## src/rtl/rxq_pkg.sv

```systemverilog
package rxq_pkg;

    typedef enum logic [2:0] {
        RG_CTRL  = 3'd0,
        RG_XSTAT = 3'd1,
        RG_ERRS  = 3'd2,
        RG_FSTAT = 3'd3,
        RG_RDATA = 3'd4
    } rxq_reg_e;

    localparam int CTL_EN    = 0;
    localparam int CTL_RXCLR = 1;
    localparam int CTL_TXCLR = 2;

    localparam int ERR_OVR = 0;
    localparam int ERR_PAR = 1;
    localparam int ERR_FRM = 2;
    localparam int ERR_BRK = 3;
    localparam int ERR_NB  = 4;

    localparam int FST_FULL = 8;

endpackage

```

## src/rtl/rxq_ring.sv

```systemverilog
module rxq_ring #(
    parameter int DEPTH = 16,
    parameter int DW    = 8
) (
    input  logic                       clk,
    input  logic                       rst_n,
    input  logic                       clr_i,
    input  logic                       push_i,
    input  logic [DW-1:0]              push_data_i,
    input  logic                       pop_i,
    output logic                       accept_o,
    output logic [DW-1:0]              head_o,
    output logic [$clog2(DEPTH):0]     level_o,
    output logic                       full_o,
    output logic                       empty_o
);

    localparam int PW = $clog2(DEPTH);
    localparam logic [PW:0] FULL_LVL = (PW+1)'(DEPTH);

    typedef struct packed {
        logic [PW:0] wr;
        logic [PW:0] rd;
    } ptr_t;

    ptr_t q, d;
    logic [DW-1:0] mem_q [DEPTH];
    logic          pop_ok;

    assign level_o = q.wr - q.rd;
    assign full_o  = (level_o == FULL_LVL);
    assign empty_o = (level_o == '0);
    assign pop_ok  = pop_i && !empty_o;
    assign accept_o = push_i && !clr_i && (!full_o || pop_ok);
    assign head_o  = mem_q[q.rd[PW-1:0]];

    always_comb begin
        d = q;
        if (clr_i) begin
            d = '0;
        end else begin
            if (accept_o) d.wr = q.wr + 1'b1;
            if (pop_ok)   d.rd = q.rd + 1'b1;
        end
    end

    always_ff @(posedge clk) begin
        if (!rst_n) q <= '0;
        else        q <= d;
    end

    always_ff @(posedge clk) begin
        if (accept_o) mem_q[q.wr[PW-1:0]] <= push_data_i;
    end

    // the stored count never exceeds the depth
    a_r3_level_bound: assert property (@(posedge clk) disable iff (!rst_n)
        level_o <= FULL_LVL);

    // the register logic never pops an empty ring
    a_r5_no_empty_pop: assert property (@(posedge clk) disable iff (!rst_n)
        !(pop_i && empty_o));

    // push with pop on a full ring keeps it full
    a_r12_full_swap: assert property (@(posedge clk) disable iff (!rst_n)
        (push_i && pop_i && full_o && !clr_i) |=> full_o);

endmodule

```

## src/rtl/rxq_errstat.sv

```systemverilog
module rxq_errstat #(
    parameter int NB = 4
) (
    input  logic          clk,
    input  logic          rst_n,
    input  logic [NB-1:0] set_i,
    input  logic          rd_clr_i,
    output logic [NB-1:0] errs_o
);

    typedef struct packed {
        logic [NB-1:0] bits;
    } err_t;

    err_t q, d;

    always_comb begin
        d = q;
        if (rd_clr_i) d.bits = '0;
        d.bits = d.bits | set_i;
    end

    always_ff @(posedge clk) begin
        if (!rst_n) q <= '0;
        else        q <= d;
    end

    assign errs_o = q.bits;

    // a clearing read with nothing new leaves all bits clear
    a_r10_read_clears: assert property (@(posedge clk) disable iff (!rst_n)
        (rd_clr_i && set_i == '0) |=> errs_o == '0);

    // a raised flag is visible on the next cycle, even across a clearing read
    a_r10_flag_kept: assert property (@(posedge clk) disable iff (!rst_n)
        (set_i != '0) |=> ((errs_o & $past(set_i)) == $past(set_i)));

endmodule

```

## src/rtl/uart_rxq.sv

```systemverilog
module uart_rxq
    import rxq_pkg::*;
#(
    parameter int DEPTH = 16
) (
    input  logic        clk,
    input  logic        rst_n,
    input  logic [2:0]  reg_addr,
    input  logic        reg_wr,
    input  logic        reg_rd,
    input  logic [31:0] reg_wdata,
    output logic [31:0] reg_rdata,
    input  logic        rx_valid,
    input  logic [7:0]  rx_byte,
    input  logic        rx_par_err,
    input  logic        rx_frm_err,
    input  logic        rx_break,
    output logic        rx_evt,
    output logic        err_evt,
    output logic        tx_flush
);

    localparam int LW = $clog2(DEPTH) + 1;

    typedef struct packed {
        logic       en;
        logic [7:0] hold;
        logic       hold_vld;
    } ctl_t;

    ctl_t q, d;

    logic          wr_ctrl, rd_data_sel, rd_errs_sel;
    logic          rx_clr, incoming;
    logic [7:0]    in_byte;
    logic          fifo_push, fifo_pop, underflow, dropped, byp_load;
    logic          ring_accept, ring_full, ring_empty;
    logic [7:0]    ring_head;
    logic [LW-1:0] ring_level;
    logic [ERR_NB-1:0] err_set, errs;
    logic          ready;
    logic          unused_wdata;

    assign unused_wdata = ^reg_wdata[31:3];

    assign wr_ctrl     = reg_wr && (reg_addr == RG_CTRL);
    assign rd_data_sel = reg_rd && (reg_addr == RG_RDATA);
    assign rd_errs_sel = reg_rd && (reg_addr == RG_ERRS);

    assign rx_clr   = wr_ctrl && reg_wdata[CTL_RXCLR];
    assign tx_flush = wr_ctrl && reg_wdata[CTL_TXCLR];

    assign incoming = rx_valid || rx_break;
    assign in_byte  = rx_break ? 8'h00 : rx_byte;

    assign fifo_push = q.en && incoming;
    assign fifo_pop  = rd_data_sel && q.en && !ring_empty;
    assign underflow = rd_data_sel && q.en && ring_empty;
    assign dropped   = fifo_push && !rx_clr && !ring_accept;
    assign byp_load  = !q.en && incoming;

    assign rx_evt  = ring_accept || byp_load;
    assign err_evt = dropped || underflow;

    always_comb begin
        err_set          = '0;
        err_set[ERR_OVR] = dropped;
        err_set[ERR_PAR] = rx_valid && !rx_break && rx_par_err;
        err_set[ERR_FRM] = rx_valid && !rx_break && rx_frm_err;
        err_set[ERR_BRK] = rx_break;
    end

    rxq_ring #(
        .DEPTH (DEPTH),
        .DW    (8)
    ) u_ring (
        .clk         (clk),
        .rst_n       (rst_n),
        .clr_i       (rx_clr),
        .push_i      (fifo_push),
        .push_data_i (in_byte),
        .pop_i       (fifo_pop),
        .accept_o    (ring_accept),
        .head_o      (ring_head),
        .level_o     (ring_level),
        .full_o      (ring_full),
        .empty_o     (ring_empty)
    );

    rxq_errstat #(
        .NB (ERR_NB)
    ) u_errs (
        .clk      (clk),
        .rst_n    (rst_n),
        .set_i    (err_set),
        .rd_clr_i (rd_errs_sel),
        .errs_o   (errs)
    );

    assign ready = q.en ? !ring_empty : q.hold_vld;

    always_comb begin
        d = q;
        if (wr_ctrl) d.en = reg_wdata[CTL_EN];
        if (byp_load) begin
            d.hold     = in_byte;
            d.hold_vld = 1'b1;
        end else if (rd_data_sel && !q.en) begin
            d.hold_vld = 1'b0;
        end
    end

    always_ff @(posedge clk) begin
        if (!rst_n) q <= '0;
        else        q <= d;
    end

    always_comb begin
        reg_rdata = '0;
        case (reg_addr)
            RG_CTRL:  reg_rdata[CTL_EN] = q.en;
            RG_XSTAT: reg_rdata[0]      = ready;
            RG_ERRS:  reg_rdata[ERR_NB-1:0] = errs;
            RG_FSTAT: reg_rdata = ring_full ? (32'd1 << FST_FULL) : 32'(ring_level);
            RG_RDATA: reg_rdata[7:0] = q.en ? (ring_empty ? 8'h00 : ring_head) : q.hold;
            default:  reg_rdata = '0;
        endcase
    end

    // a receive clear leaves the FIFO empty on the next cycle
    a_r2_clear_empties: assert property (@(posedge clk) disable iff (!rst_n)
        rx_clr |=> ring_empty);

    // a bypass load is reported as ready on the next cycle
    a_r6_bypass_ready: assert property (@(posedge clk) disable iff (!rst_n)
        (byp_load && !wr_ctrl) |=> ready);

    // a dropped byte never counts as stored
    a_r8_drop_not_stored: assert property (@(posedge clk) disable iff (!rst_n)
        dropped |-> !rx_evt);

    // a drop on a full FIFO leaves it full
    a_r7_drop_keeps_full: assert property (@(posedge clk) disable iff (!rst_n)
        (dropped && !fifo_pop) |=> ring_full);

endmodule

```

## config.mk

```make
export PLATFORM = sky130hd
export DESIGN_NAME = uart_rxq
export DESIGN_NICKNAME = d
export VERILOG_FILES = /design/src/rtl/rxq_pkg.sv /design/src/rtl/rxq_ring.sv /design/src/rtl/rxq_errstat.sv /design/src/rtl/uart_rxq.sv
export SDC_FILE = /design/constraint.sdc
export NUM_CORES = 1
export LEC_CHECK = 0
export ABC_CLOCK_PERIOD_IN_PS = 6800
export BUFFER_PORTS_ARGS = -buffer_cell sky130_fd_sc_hd__buf_2
export CORE_MARGIN = 8
export CORE_UTILIZATION = 40
export CTS_CLUSTER_DIAMETER = 50
export CTS_CLUSTER_SIZE = 12
export DETAILED_ROUTE_END_ITERATION = 12
export GPL_TIMING_DRIVEN = 0
export HOLD_SLACK_MARGIN = 0.15
export PLACE_DENSITY = 0.62
export SLEW_MARGIN = 5
export SYNTH_ARGS = -nofsm -noshare
export SYNTH_HDL_FRONTEND = slang
export SYNTH_HIERARCHICAL = 1
export SYNTH_SLANG_ARGS = --single-unit
```

## constraint.sdc

```tcl
create_clock -name clk -period 6.8 [get_ports clk]
set_input_delay 0.68 -clock clk [delete_from_list [all_inputs] [get_ports clk]]
set_output_delay 0.68 -clock clk [all_outputs]
set_load 0.005 [all_outputs]
```

==> results.yml <==
status:
  status: "complete, no violations"
detailed_routing:
  vias_per_cell: 5.258
  wl_per_cell_um: 20.00
  wl_mm: 14.78
  vias: 3886
  ant_nets: 0
  drc_errors: 0
  drtIter0Drc: 282
  first_pass_iters: 5
timing:
  holdWs_ns: 0.4942
  rsz0062_at_grt: "false"
  fin_crit_sh: 0.7440
  drv_slew: 0
  worst_pin_slew_ns: 1.266
  finalClockSkew_ns: 0.006866
  fmax_ghz: 0.1977
  hold_viol_final: 0
  slew_headroom: 0.1540
  setup_violations: 0
  finalCriticalPeriod_ns: 5.059
  fin_tns_setup_ns: 0
floorplan:
  io_pins: 86
  start_util: 0.4029
  rows: 48
  die_y_um: 147.1
  dieArea_um2: 21630
  fp.coreArea_um2: 17060
  die_w_um: 147.1
critical_path:
  endpoint_kind: "primary output"
  critPathSlowestCell: "nor3_1"
  cp-startpoint: "u_ring/q[5]$_SDFFE_PP0P_"
  crit_top_cell: "buf_2"
  critical_path_peak_fanout: 14
  r2r_start: "u_ring/q[5]$_SDFFE_PP0P_"
  critical_path_class: "flop to primary output"
  crit_family: "simple AND/OR/NAND/NOR gates"
  worstPathArrival_ns: 4.38
  cpPeakStageDelay_ns: 0.76
  worstPathRequired_ns: 6.12
  cp_cell_sequence: "inv_1, ha_1, inv_1, fa_1, xor2_1, nand4b_2, o2bb2a_1, buf_2, nor3_1, a2111oi_4, nor2_2, buf_2, a211oi_1, a21o_1, buf_2"
  cp_num_buf_inv: 5
  start_kind: "flop"
clocking:
  cts_tree: "done"
  clockBufferDepth: 2
  h-tree-depth: 4
  post_cts_resized: 0
  cts_setup_buffers: 0
  cts-root-buf: "clkbuf_16"
  hold_buffers: 0
  clk_pin_slew_ns: 0.06
  clock_sinks: 156
  clkLatencyLatePin_ns: 0.43
  cts_made_buffers: 17
power:
  leakage_uw: 0.002750
  vdd_drop_max_mv: 0.1731
  power_density_nw_per_um2: 251.5
  power_uw: 2005
worst_hold_path:
  hold_start: "u_ring/q[9]$_SDFFE_PP0P_"
  holdCritPathClass: "flop to flop"
cells_and_area:
  antenna_cells: 0
  fin_nets: 562
  drive_gt1_frac: 0.2821
  syn_to_final_growth_pct: 16.02
global_route:
  grt_pass1_wl_mm: 23.27
  grt_antenna_before_repair: 0
  grt_max_degree: 18
  overflow: 0
  grt_usage: 0.1428
  grt_pass1_vias: 4067
synth:
  synth_top_family_by_area: "multiplexers"
  netlist_instances: 427
  synthMuxAreaShare: 0.1457
  yosys_warnings: 6
  syn-cell-area_um2: 6872
  synthFlopType: "edfxtp_1"
  synth_xor_area_frac: 0.003824
  synth_cell_types: 51
  synth_fa_ha_area_frac: 0.01930
  synthArstFlopShare: 0
  avgSynthCellArea_um2: 16.09
  yosysSeqAreaShare: 0.6409
  synth_edf_count: 128
  synthSimpleGateAreaFrac: 0.09177
  synth-seq-cells: 156
  synth_compound_area_frac: 0.05371
placement:
  place.port_buffers: 33
  place.gp.congestion: 0.8474
  dp.final_hpwl_mm: 10.51
flow_run:
  cap_violations: 0
==> where the power goes <==
part           leakage (uW)  internal [uW]  total [uW]  switching, uW
logic               0.00113           29.2        68.1           38.9
clock network      0.000274            508         898            390
registers           0.00134           1040        1040           2.84
==> Yosys cell counts (all sizes together) (2+ instances only) <==
cell type,n,area share
or4,3,0.0033
buf,35,0.035
and3b,2,0.0025
nand2b,7,0.0064
mux2i,10,0.015
nand2,3,0.0016
and2b,2,0.0022
and2,3,0.0027
and3,18,0.016
nand4,2,0.0018
mux4,40,0.13
a21o,2,0.0022
clkbuf,4,0.0022
a22oi,3,0.0033
nor2,7,0.0046
nand3b,4,0.0044
o21ai,9,0.0066
o31ai,3,0.0033
edfxtp,128,0.56
o21a,4,0.0044
ha,9,0.016
nand4b,2,0.0035
inv,13,0.0071
dfxtp,28,0.082
a21oi,22,0.016
xor2,3,0.0038
nand3,6,0.0044
nor2b,33,0.030
o22ai,3,0.0027
or3,3,0.0027
a211oi,2,0.0022
==> per-stage QoR <==
stage / area (um2) / setup WS [ns] / cells / util
after global routing: 7973 / 1.395 / 739 / 0.4674
after global placement: 7401 / 2.289 / 707 / 0.4339
after detailed placement: 7401 / 2.210 / 707 / 0.4339
after CTS: 7963 / 1.731 / 739 / 0.4668
final: 7973 / 1.741 / 739 / 0.4674
after floorplan: 6954 / 3.028 / 449 / -
==> worst min-delay path, delay by kind of cell, from the launching register on <==
| kind | cells | cell delay (ns) |
|---|---|---|
| simple gates | 1 | 0.06 |
| flops | 1 | 0.33 |
| mux | 1 | 0.06 |
==> flip-flops by register name, indices dropped and copies added, names as in the netlist, named ones only <==
signal	cells
u_ring/q	10
u_ring/mem_q	128
u_errs/errs_o	4
q	10
==> worst paths after layout <==
check	to	slack, ns	cells past startpoint
setup / recovery	err_evt	1.74	15
hold / removal	u_ring/q[9]$_SDFFE_PP0P_	0.49	2
setup reg to reg	u_ring/mem_q[3][0]$_DFFE_PP_	2.38	13
hold reg to reg	u_ring/q[9]$_SDFFE_PP0P_	0.49	2
==> final cells by class <==
cell class	count	area (um2)
Buffer	39	255.2
Fill cell	1467	9084
Timing Repair Buffer	33	165.2
Sequential cell	156	4404
Multi-Input combinational cell	241	2256
Inverter	13	48.80
Tap cell	225	281.5
Clock inverter	15	136.4
Clock buffer	17	425.4
==> routing by layer <==
metal  wire length [um]  up-vias  GRT usage
met4                277        0    0.05915
li1                   -     1771          -
met1               6388     1969     0.1804
met2               7237      129     0.2294
met3                874       17    0.03691
met5                  0        -          0
==> kinds of logic after synthesis <==
group,Yosys count
flops,156
simple gates,99
compound gates,56
buf+inv,52
mux,50
fa+ha+maj,10
xor+xnor,3
other cells,1
==> cells in the final DEF, fill, tap and decap left out, types with 6 or more instances in the layout <==
cell / synthesis / layout
edfxtp_1: 128 / 128
mux4_2: 40 / 40
buf_2: 6 / 39
nor2b_1: 33 / 29
dfxtp_1: 28 / 28
buf_4: 25 / 25
conb_1: 1 / 23
a21oi_1: 22 / 22
and3_1: 18 / 18
clkbuf_16: 0 / 17
inv_1: 13 / 13
mux2i_1: 10 / 10
ha_1: 9 / 9
nand2b_1: 7 / 7
o21ai_0: 7 / 7
nand3_1: 6 / 6
(Power assumes the default switching activity.)
